===== src/rtl/devrst_pkg.sv =====
// Package: shared state encoding for the device reset sequencer.
// Assumes: nothing beyond IEEE 1800-2017 enums.
package devrst_pkg;

    typedef enum logic [2:0] {
        ST_IDLE   = 3'd0,
        ST_HOLD   = 3'd1,
        ST_WAITCK = 3'd2,
        ST_POST   = 3'd3,
        ST_SETTLE = 3'd4,
        ST_IFACE  = 3'd5,
        ST_EVAL   = 3'd6
    } seq_state_t;

    // Larger of two interval lengths, used to size the shared timer.
    function automatic int imax(input int a, input int b);
        return (a > b) ? a : b;
    endfunction

endpackage


===== src/rtl/seq_timer.sv =====
// seq_timer: counts the cycles spent in the current sequencer state.
// Assumes: clr is asserted on the cycle before a new state begins, so the
// count is 0 in the first cycle of every state. The count saturates.
module seq_timer #(
    parameter int CW = 8
) (
    input  logic          clk,
    input  logic          rst_n,
    input  logic          clr,
    output logic [CW-1:0] cnt
);

    // Restart on clr, otherwise count up and stop at the top value.
    always_ff @(posedge clk) begin
        if (!rst_n)                 cnt <= '0;
        else if (clr)               cnt <= '0;
        else if (cnt != {CW{1'b1}}) cnt <= cnt + 1'b1;
    end

endmodule


===== src/rtl/attempt_ctr.sv =====
// attempt_ctr: counts failed attempts within one run and flags the last one.
// Assumes: clr comes with each accepted start; inc comes with each retry.
module attempt_ctr #(
    parameter int MAX_TRIES = 3
) (
    input  logic clk,
    input  logic rst_n,
    input  logic clr,
    input  logic inc,
    output logic last
);

    localparam int AW = $clog2(MAX_TRIES + 1);

    logic [AW-1:0] tries_q;

    // Attempts already used up in this run.
    always_ff @(posedge clk) begin
        if (!rst_n)   tries_q <= '0;
        else if (clr) tries_q <= '0;
        else if (inc) tries_q <= tries_q + 1'b1;
    end

    // The attempt in progress is the final one allowed.
    assign last = (tries_q == AW'(MAX_TRIES - 1));

endmodule


===== src/rtl/status_judge.sv =====
// status_judge: combines the device status flags into one pass decision.
// Assumes: flags are stable during the evaluation cycle. Only the
// out-of-lock bits selected by LOCK_MASK take part in the decision.
module status_judge #(
    parameter int                    NUM_LOCK  = 4,
    parameter logic [NUM_LOCK-1:0]   LOCK_MASK = '1
) (
    input  logic                tmr_expired,
    input  logic [NUM_LOCK-1:0] oolock,
    input  logic                iface_ok,
    output logic                healthy
);

    logic [NUM_LOCK-1:0] lock_bad;

    // One qualifier per flag: unmonitored bits are forced clear.
    for (genvar g = 0; g < NUM_LOCK; g++) begin : g_mask
        if (LOCK_MASK[g]) begin : g_on
            assign lock_bad[g] = oolock[g];
        end else begin : g_off
            assign lock_bad[g] = 1'b0;
        end
    end

    // Pass needs timer expired, link settled and every monitored lock flag clear.
    assign healthy = tmr_expired && iface_ok && !(|lock_bad);

endmodule


===== src/rtl/devrst_sequencer.sv =====
// devrst_sequencer: drives an active-low device reset through hold,
// clock-stable wait, post-stable hold, release, settle and link waits,
// then judges device status. A failed attempt is retried from the start
// of the sequence, up to MAX_TRIES attempts in total.
// Assumes: all inputs are synchronous to clk; every *_CYC parameter and
// STABLE_TMO_CYC is at least 1.
module devrst_sequencer
    import devrst_pkg::*;
#(
    parameter int                  HOLD_CYC       = 200000,
    parameter int                  STABLE_TMO_CYC = 1000000,
    parameter int                  POST_CYC       = 100000,
    parameter int                  SETTLE_CYC     = 1500000,
    parameter int                  IFACE_CYC      = 20000,
    parameter int                  MAX_TRIES      = 3,
    parameter int                  NUM_LOCK       = 4,
    parameter logic [NUM_LOCK-1:0] LOCK_MASK      = 4'b1011
) (
    input  logic                clk,
    input  logic                rst_n,
    input  logic                start_i,
    input  logic                clk_stable_i,
    input  logic                tmr_expired_i,
    input  logic [NUM_LOCK-1:0] pll_oolock_i,
    input  logic                iface_settled_i,
    output logic                dev_rst_n_o,
    output logic                busy_o,
    output logic                done_o,
    output logic                pass_o,
    output logic                fail_o
);

    localparam int LIM_MAX = imax(imax(HOLD_CYC, STABLE_TMO_CYC),
                                  imax(imax(POST_CYC, SETTLE_CYC), IFACE_CYC));
    localparam int CW = $clog2(LIM_MAX + 1);

    localparam logic [CW-1:0] HOLD_END   = CW'(HOLD_CYC - 1);
    localparam logic [CW-1:0] TMO_END    = CW'(STABLE_TMO_CYC - 1);
    localparam logic [CW-1:0] POST_END   = CW'(POST_CYC - 1);
    localparam logic [CW-1:0] SETTLE_END = CW'(SETTLE_CYC - 1);
    localparam logic [CW-1:0] IFACE_END  = CW'(IFACE_CYC - 1);

    seq_state_t    state_q, state_d;
    logic [CW-1:0] tcnt;
    logic          tclr;
    logic          last_try;
    logic          healthy;
    logic          accept;
    logic          attempt_bad;
    logic          fin_pass;
    logic          fin_fail;
    logic          retry;
    logic          done_q, pass_q, fail_q;

    seq_timer #(.CW(CW)) timer_i (
        .clk   (clk),
        .rst_n (rst_n),
        .clr   (tclr),
        .cnt   (tcnt)
    );

    attempt_ctr #(.MAX_TRIES(MAX_TRIES)) tries_i (
        .clk   (clk),
        .rst_n (rst_n),
        .clr   (accept),
        .inc   (retry),
        .last  (last_try)
    );

    status_judge #(.NUM_LOCK(NUM_LOCK), .LOCK_MASK(LOCK_MASK)) judge_i (
        .tmr_expired (tmr_expired_i),
        .oolock      (pll_oolock_i),
        .iface_ok    (iface_settled_i),
        .healthy     (healthy)
    );

    // Next-state logic and the end-of-attempt events.
    always_comb begin
        state_d     = state_q;
        accept      = 1'b0;
        attempt_bad = 1'b0;
        fin_pass    = 1'b0;
        unique case (state_q)
            ST_IDLE: begin
                if (start_i) begin
                    accept  = 1'b1;
                    state_d = ST_HOLD;
                end
            end
            ST_HOLD:   if (tcnt == HOLD_END) state_d = ST_WAITCK;
            ST_WAITCK: begin
                if (clk_stable_i)        state_d = ST_POST;
                else if (tcnt == TMO_END) attempt_bad = 1'b1;
            end
            ST_POST:   if (tcnt == POST_END)   state_d = ST_SETTLE;
            ST_SETTLE: if (tcnt == SETTLE_END) state_d = ST_IFACE;
            ST_IFACE:  if (tcnt == IFACE_END)  state_d = ST_EVAL;
            ST_EVAL: begin
                if (healthy) begin
                    fin_pass = 1'b1;
                    state_d  = ST_IDLE;
                end else begin
                    attempt_bad = 1'b1;
                end
            end
            default:   state_d = ST_IDLE;
        endcase
        fin_fail = attempt_bad && last_try;
        retry    = attempt_bad && !last_try;
        if (fin_fail) state_d = ST_IDLE;
        if (retry)    state_d = ST_HOLD;
    end

    // Restart the interval timer whenever a new state (or a new attempt) begins.
    assign tclr = (state_d != state_q) || retry || (state_q == ST_IDLE);

    // State register.
    always_ff @(posedge clk) begin
        if (!rst_n) state_q <= ST_IDLE;
        else        state_q <= state_d;
    end

    // Done pulse and held verdict, cleared by the next accepted start.
    always_ff @(posedge clk) begin
        if (!rst_n) begin
            done_q <= 1'b0;
            pass_q <= 1'b0;
            fail_q <= 1'b0;
        end else begin
            done_q <= fin_pass || fin_fail;
            if (accept) begin
                pass_q <= 1'b0;
                fail_q <= 1'b0;
            end else if (fin_pass) begin
                pass_q <= 1'b1;
            end else if (fin_fail) begin
                fail_q <= 1'b1;
            end
        end
    end

    // Reset output is low through hold, clock wait and post-stable hold.
    assign dev_rst_n_o = !(state_q inside {ST_HOLD, ST_WAITCK, ST_POST});
    assign busy_o      = (state_q != ST_IDLE);
    assign done_o      = done_q;
    assign pass_o      = pass_q;
    assign fail_o      = fail_q;

endmodule


===== config.mk =====
export PLATFORM = sky130hd
export DESIGN_NAME = devrst_sequencer
export DESIGN_NICKNAME = d
export VERILOG_FILES = /design/src/rtl/devrst_pkg.sv /design/src/rtl/seq_timer.sv /design/src/rtl/attempt_ctr.sv /design/src/rtl/status_judge.sv /design/src/rtl/devrst_sequencer.sv
export SDC_FILE = /design/constraint.sdc
export NUM_CORES = 1
export LEC_CHECK = 0
export BUFFER_PORTS_ARGS = -buffer_cell sky130_fd_sc_hd__buf_4
export CORE_MARGIN = 4
export CORE_UTILIZATION = 64
export DETAILED_ROUTE_END_ITERATION = 8
export PLACE_DENSITY_LB_ADDON = 0.1
export SLEW_MARGIN = 10
export SYNTH_ARGS = -nofsm -noshare
export SYNTH_HDL_FRONTEND = slang
export SYNTH_HIERARCHICAL = 1
export SYNTH_SLANG_ARGS = --single-unit

===== constraint.sdc =====
create_clock -name clk -period 4.28 [get_ports clk]
set_clock_uncertainty 0.15 [all_clocks]
set_input_delay 0.642 -clock clk [delete_from_list [all_inputs] [get_ports clk]]
set_output_delay 0.642 -clock clk [all_outputs]
set_load 0.005 [all_outputs]

==> results list <==
* Outcome: complete, no violations
- Global-route wire length before repair: 8320 µm
* Slew @ Worst Pin: 1.18 ns
- On the critical path the largest part of the delay comes from simple AND/OR/NAND/NOR gates.
* Half-perimeter wire length after detailed placement: 3400 µm
* Worst reg2reg path endpoint: timer_i/cnt[9]
- In this run, synthesis inferred 0 flip-flops with an integrated enable.
* Setup violations, final: 0
- Core outline area: 2810 µm²
* Number of synthesis warnings: 6
- After filler insertion, the fill cell instance count of the layout stands at 244.
- Setup total negative slack on the finished layout was measured at 0 ns.
* Initial standard-cell utilization of the core: 68.6%
* Design Area, Final: 2080 µm²
- In the synthesized netlist, the number of instances is 236.
- The worst register-to-register path begins at timer_i/cnt[6].
- Share of layout cells above drive strength 1: 14.1%
- Number of buffers created by CTS: 5
- Pins Over Slew Limit: 0
* Post-CTS resize count: 0
* Crit path max fanout: 15
- The critical path contains buffers and inverters numbering 0 combined.
* Net Count, Synth: 248
- Data required time of the critical path: 4.35 ns
- Post-place instance area: 2020 µm²
* Cell with the most instances after synthesis: dfxtp_1
- After synthesis, the netlist uses 57 different library cells.
- The mapped netlist covers 1920 µm².
* Fraction of synthesis flops using an asynchronous set or reset pin: 0%
- The final route contains 1934 vias.
- Fraction of post-synthesis cell area in the top cell type by area: 30.2%
* DRC: 0
* Cells taking the most area after synthesis: dfxtp_1 30%, nand2_1 4.5%, o21ai_0 4.2%
- Post-route antenna net violation count: 0
* I/O Pins: 15
* Overflow left after global routing: 0
* Standard-cell rows: 19
- The H-tree was split into 2 levels.
- Setup Buffers After CTS: 0
* Total of flip-flops plus latches after synthesis: 29
- Max stage delay cell, worst path: nand2b_1
* Final hold vios: 0
- Of all cell types, the one taking the most synthesized area is dfxtp_1.
* Worst relative slew slack: 20.7%
- The first detailed-routing pass ran for 4 iterations.
* Power per cell area: 221 nW/µm²
- Total GRT Usage: 25.8%
- Post-detailed-route wirelength per cell: 17.0 µm
- End point of the critical path: timer_i/cnt[9]
- Skew-Pair Late Insertion Delay: 0.32 ns
* Shortest clock period the worst path allows after layout: 3.14 ns
* Number of buffers inserted by port buffering: 13
- Post-synthesis average cell area: 8.15 µm²
* Cells along the critical path: nor4b_1 -> nand3b_1 -> nor4_1 -> a21boi_0 -> o31ai_1 -> nand2b_1 -> a2111o_1 -> o21ai_0
- Most instantiated cells after synthesis: 29 x dfxtp_1, 23 x nand2_1, 16 x o21ai_0, 15 x a21oi_1, 15 x nor2_1
- On the worst path, the slowest cell contributes a delay of 0.57 ns.
* F_max: 319 MHz
* Bufs on Longest Clock Path: 2
- For this design, the sink count on the clock tree is 29.
* # nets final: 259
* Chip Width: 62.8 µm
* Cell depth of the worst flop-to-flop path: 8
- Critical Path Source Type: register
* DP Worst Slack: 0.926 ns
* Worst reg2reg setup slack: 1.14 ns
* Worst-path clk slew: 0.08 ns
* Data arrival time of the critical path: 3.20 ns
* Maximum Capacitance Violations: 0
* # hold bufs at CTS: 0
* Category of the worst setup path capture point: register
- The die is 62.8 µm tall.
* Part of the Yosys area used for sequential elements: 30.2%
* Mean number of vias per cell: 6.93
- Static leakage: 0.000676 µW
- Peak VDD IR: 0.223 mV
* Most used DFF post-synth: dfxtp_1
- Kind of critical path: reg -> reg
- In this run, the number of DRC markers left after iteration 0 of detailed routing was 192.
- After layout, the worst setup slack is 1.14 ns.
- The path class of the tightest hold or removal check is reg -> reg.
- Die outline area: 3950 µm²
- Routability-driven placement finished with a final weighted congestion of 0.937.
* Start point of the critical path: timer_i/cnt[6]
* Via count of the first global-routing pass: 1724
- CP Depth: 8
* Routed Wire Length: 4740 µm
- Compared with the post-synthesis result, the final layout area differs by 7.93%.
* RSZ-0062 raised after global routing: no
- Antenna violations before repair: 0
- TritonCTS clock tree: built
- Clock tree synthesis selected as its root buffer the cell clkbuf_4.
* ANT cells: 0
- Entering global routing, the biggest net connects 19 pins.
* Final cycle utilization of the critical path: 73.3%
[layout by cell type, fill, tap and decap left out, drive strengths merged, types with 3 or more instances in the layout]
master  Yosys  layout
nor2       15      15
or4         6       6
a21oi      15      15
o31ai       3       3
dfxtp      29      29
or3         3       3
buf         2      14
clkbuf      8       8
nand2b      5       5
and4        5       5
nand4      10      10
nand4b      3       3
o31a        4       4
nor4        4       4
nor4b       3       3
mux2i       4       4
a21boi      6       6
nor3        8       8
o21ai      16      16
nand2      23      23
a31oi       3       3
and2b       3       3
a2111o      6       6
a211oi      4       4
and3        3       3
nand3      11      11
inv         8       8
[sequential cells by signal, summed over array words and instances, names as in the netlist]
register         cells
pass_o               1
fail_o               1
done_o               1
state_q              3
tries_i/tries_q      2
timer_i/cnt         21
[worst min path at each step]
stage           start     end  slack, ns  cells past startpoint
4_1_cts        fail_o  fail_o       0.32                      2
2_1_floorplan  fail_o  fail_o       0.29                      2
5_1_grt        fail_o  fail_o       0.34                      2
6_report       fail_o  fail_o       0.31                      2
3_3_place_gp   fail_o  fail_o       0.29                      2
3_5_place_dp   fail_o  fail_o       0.31                      2
[cells by family after synthesis]
kind of cell	share of synthesized area, %
buffers and inverters	3.90
adder cells (fa/ha/maj)	1.30
XOR/XNOR	0.455
AO/OA/AOI/OAI	23.3
flip-flops	30.2
AND/OR/NAND/NOR	38.2
multiplexers	2.67
[metal layers]
layer	vias up	wire length, µm	global-route usage (%)	share of wire [%]
li1	940	-	-	-
met1	890	1890	33.0	40
met2	89	2240	41.5	47
met3	15	509	7.37	11
met4	0	98	8.54	2.1
met5	-	0	0	0
[layout make-up]
class	instances	area, µm²	area share, %
well taps	31	38.8	1.87
inverters	8	30.0	1.45
clock buffers	8	48.8	2.35
repair buffers	14	105	5.06
flip-flops and latches	29	581	28.0
multi-input cells	189	1270	61.3
[tightest hold or removal path: cells and delay by family (launching register included)]
kind,cells,cell delay [ns]
buffers and inverters,1,0.05
DFF,1,0.32
AOI/OAI and AO/OA,1,0.05
[metrics by stage]
stage / utilization (%) / total power (µW) / hold slack, ns / std cells
global placement: 72.1 / 312 / 0.287 / 271
global route: 74.0 / 487 / 0.342 / 279
floorplan: - / 300 / 0.292 / 236
finish: 74.0 / 459 / 0.311 / 279
detailed placement: 72.1 / 313 / 0.306 / 271
CTS: 73.9 / 463 / 0.318 / 279
[report_power, final]
part / internal [µW] / switching, µW
clock network: 65.3 / 86.6
logic: 17.0 / 15.0
registers: 271 / 4.00
(Power assumes the default switching activity.)
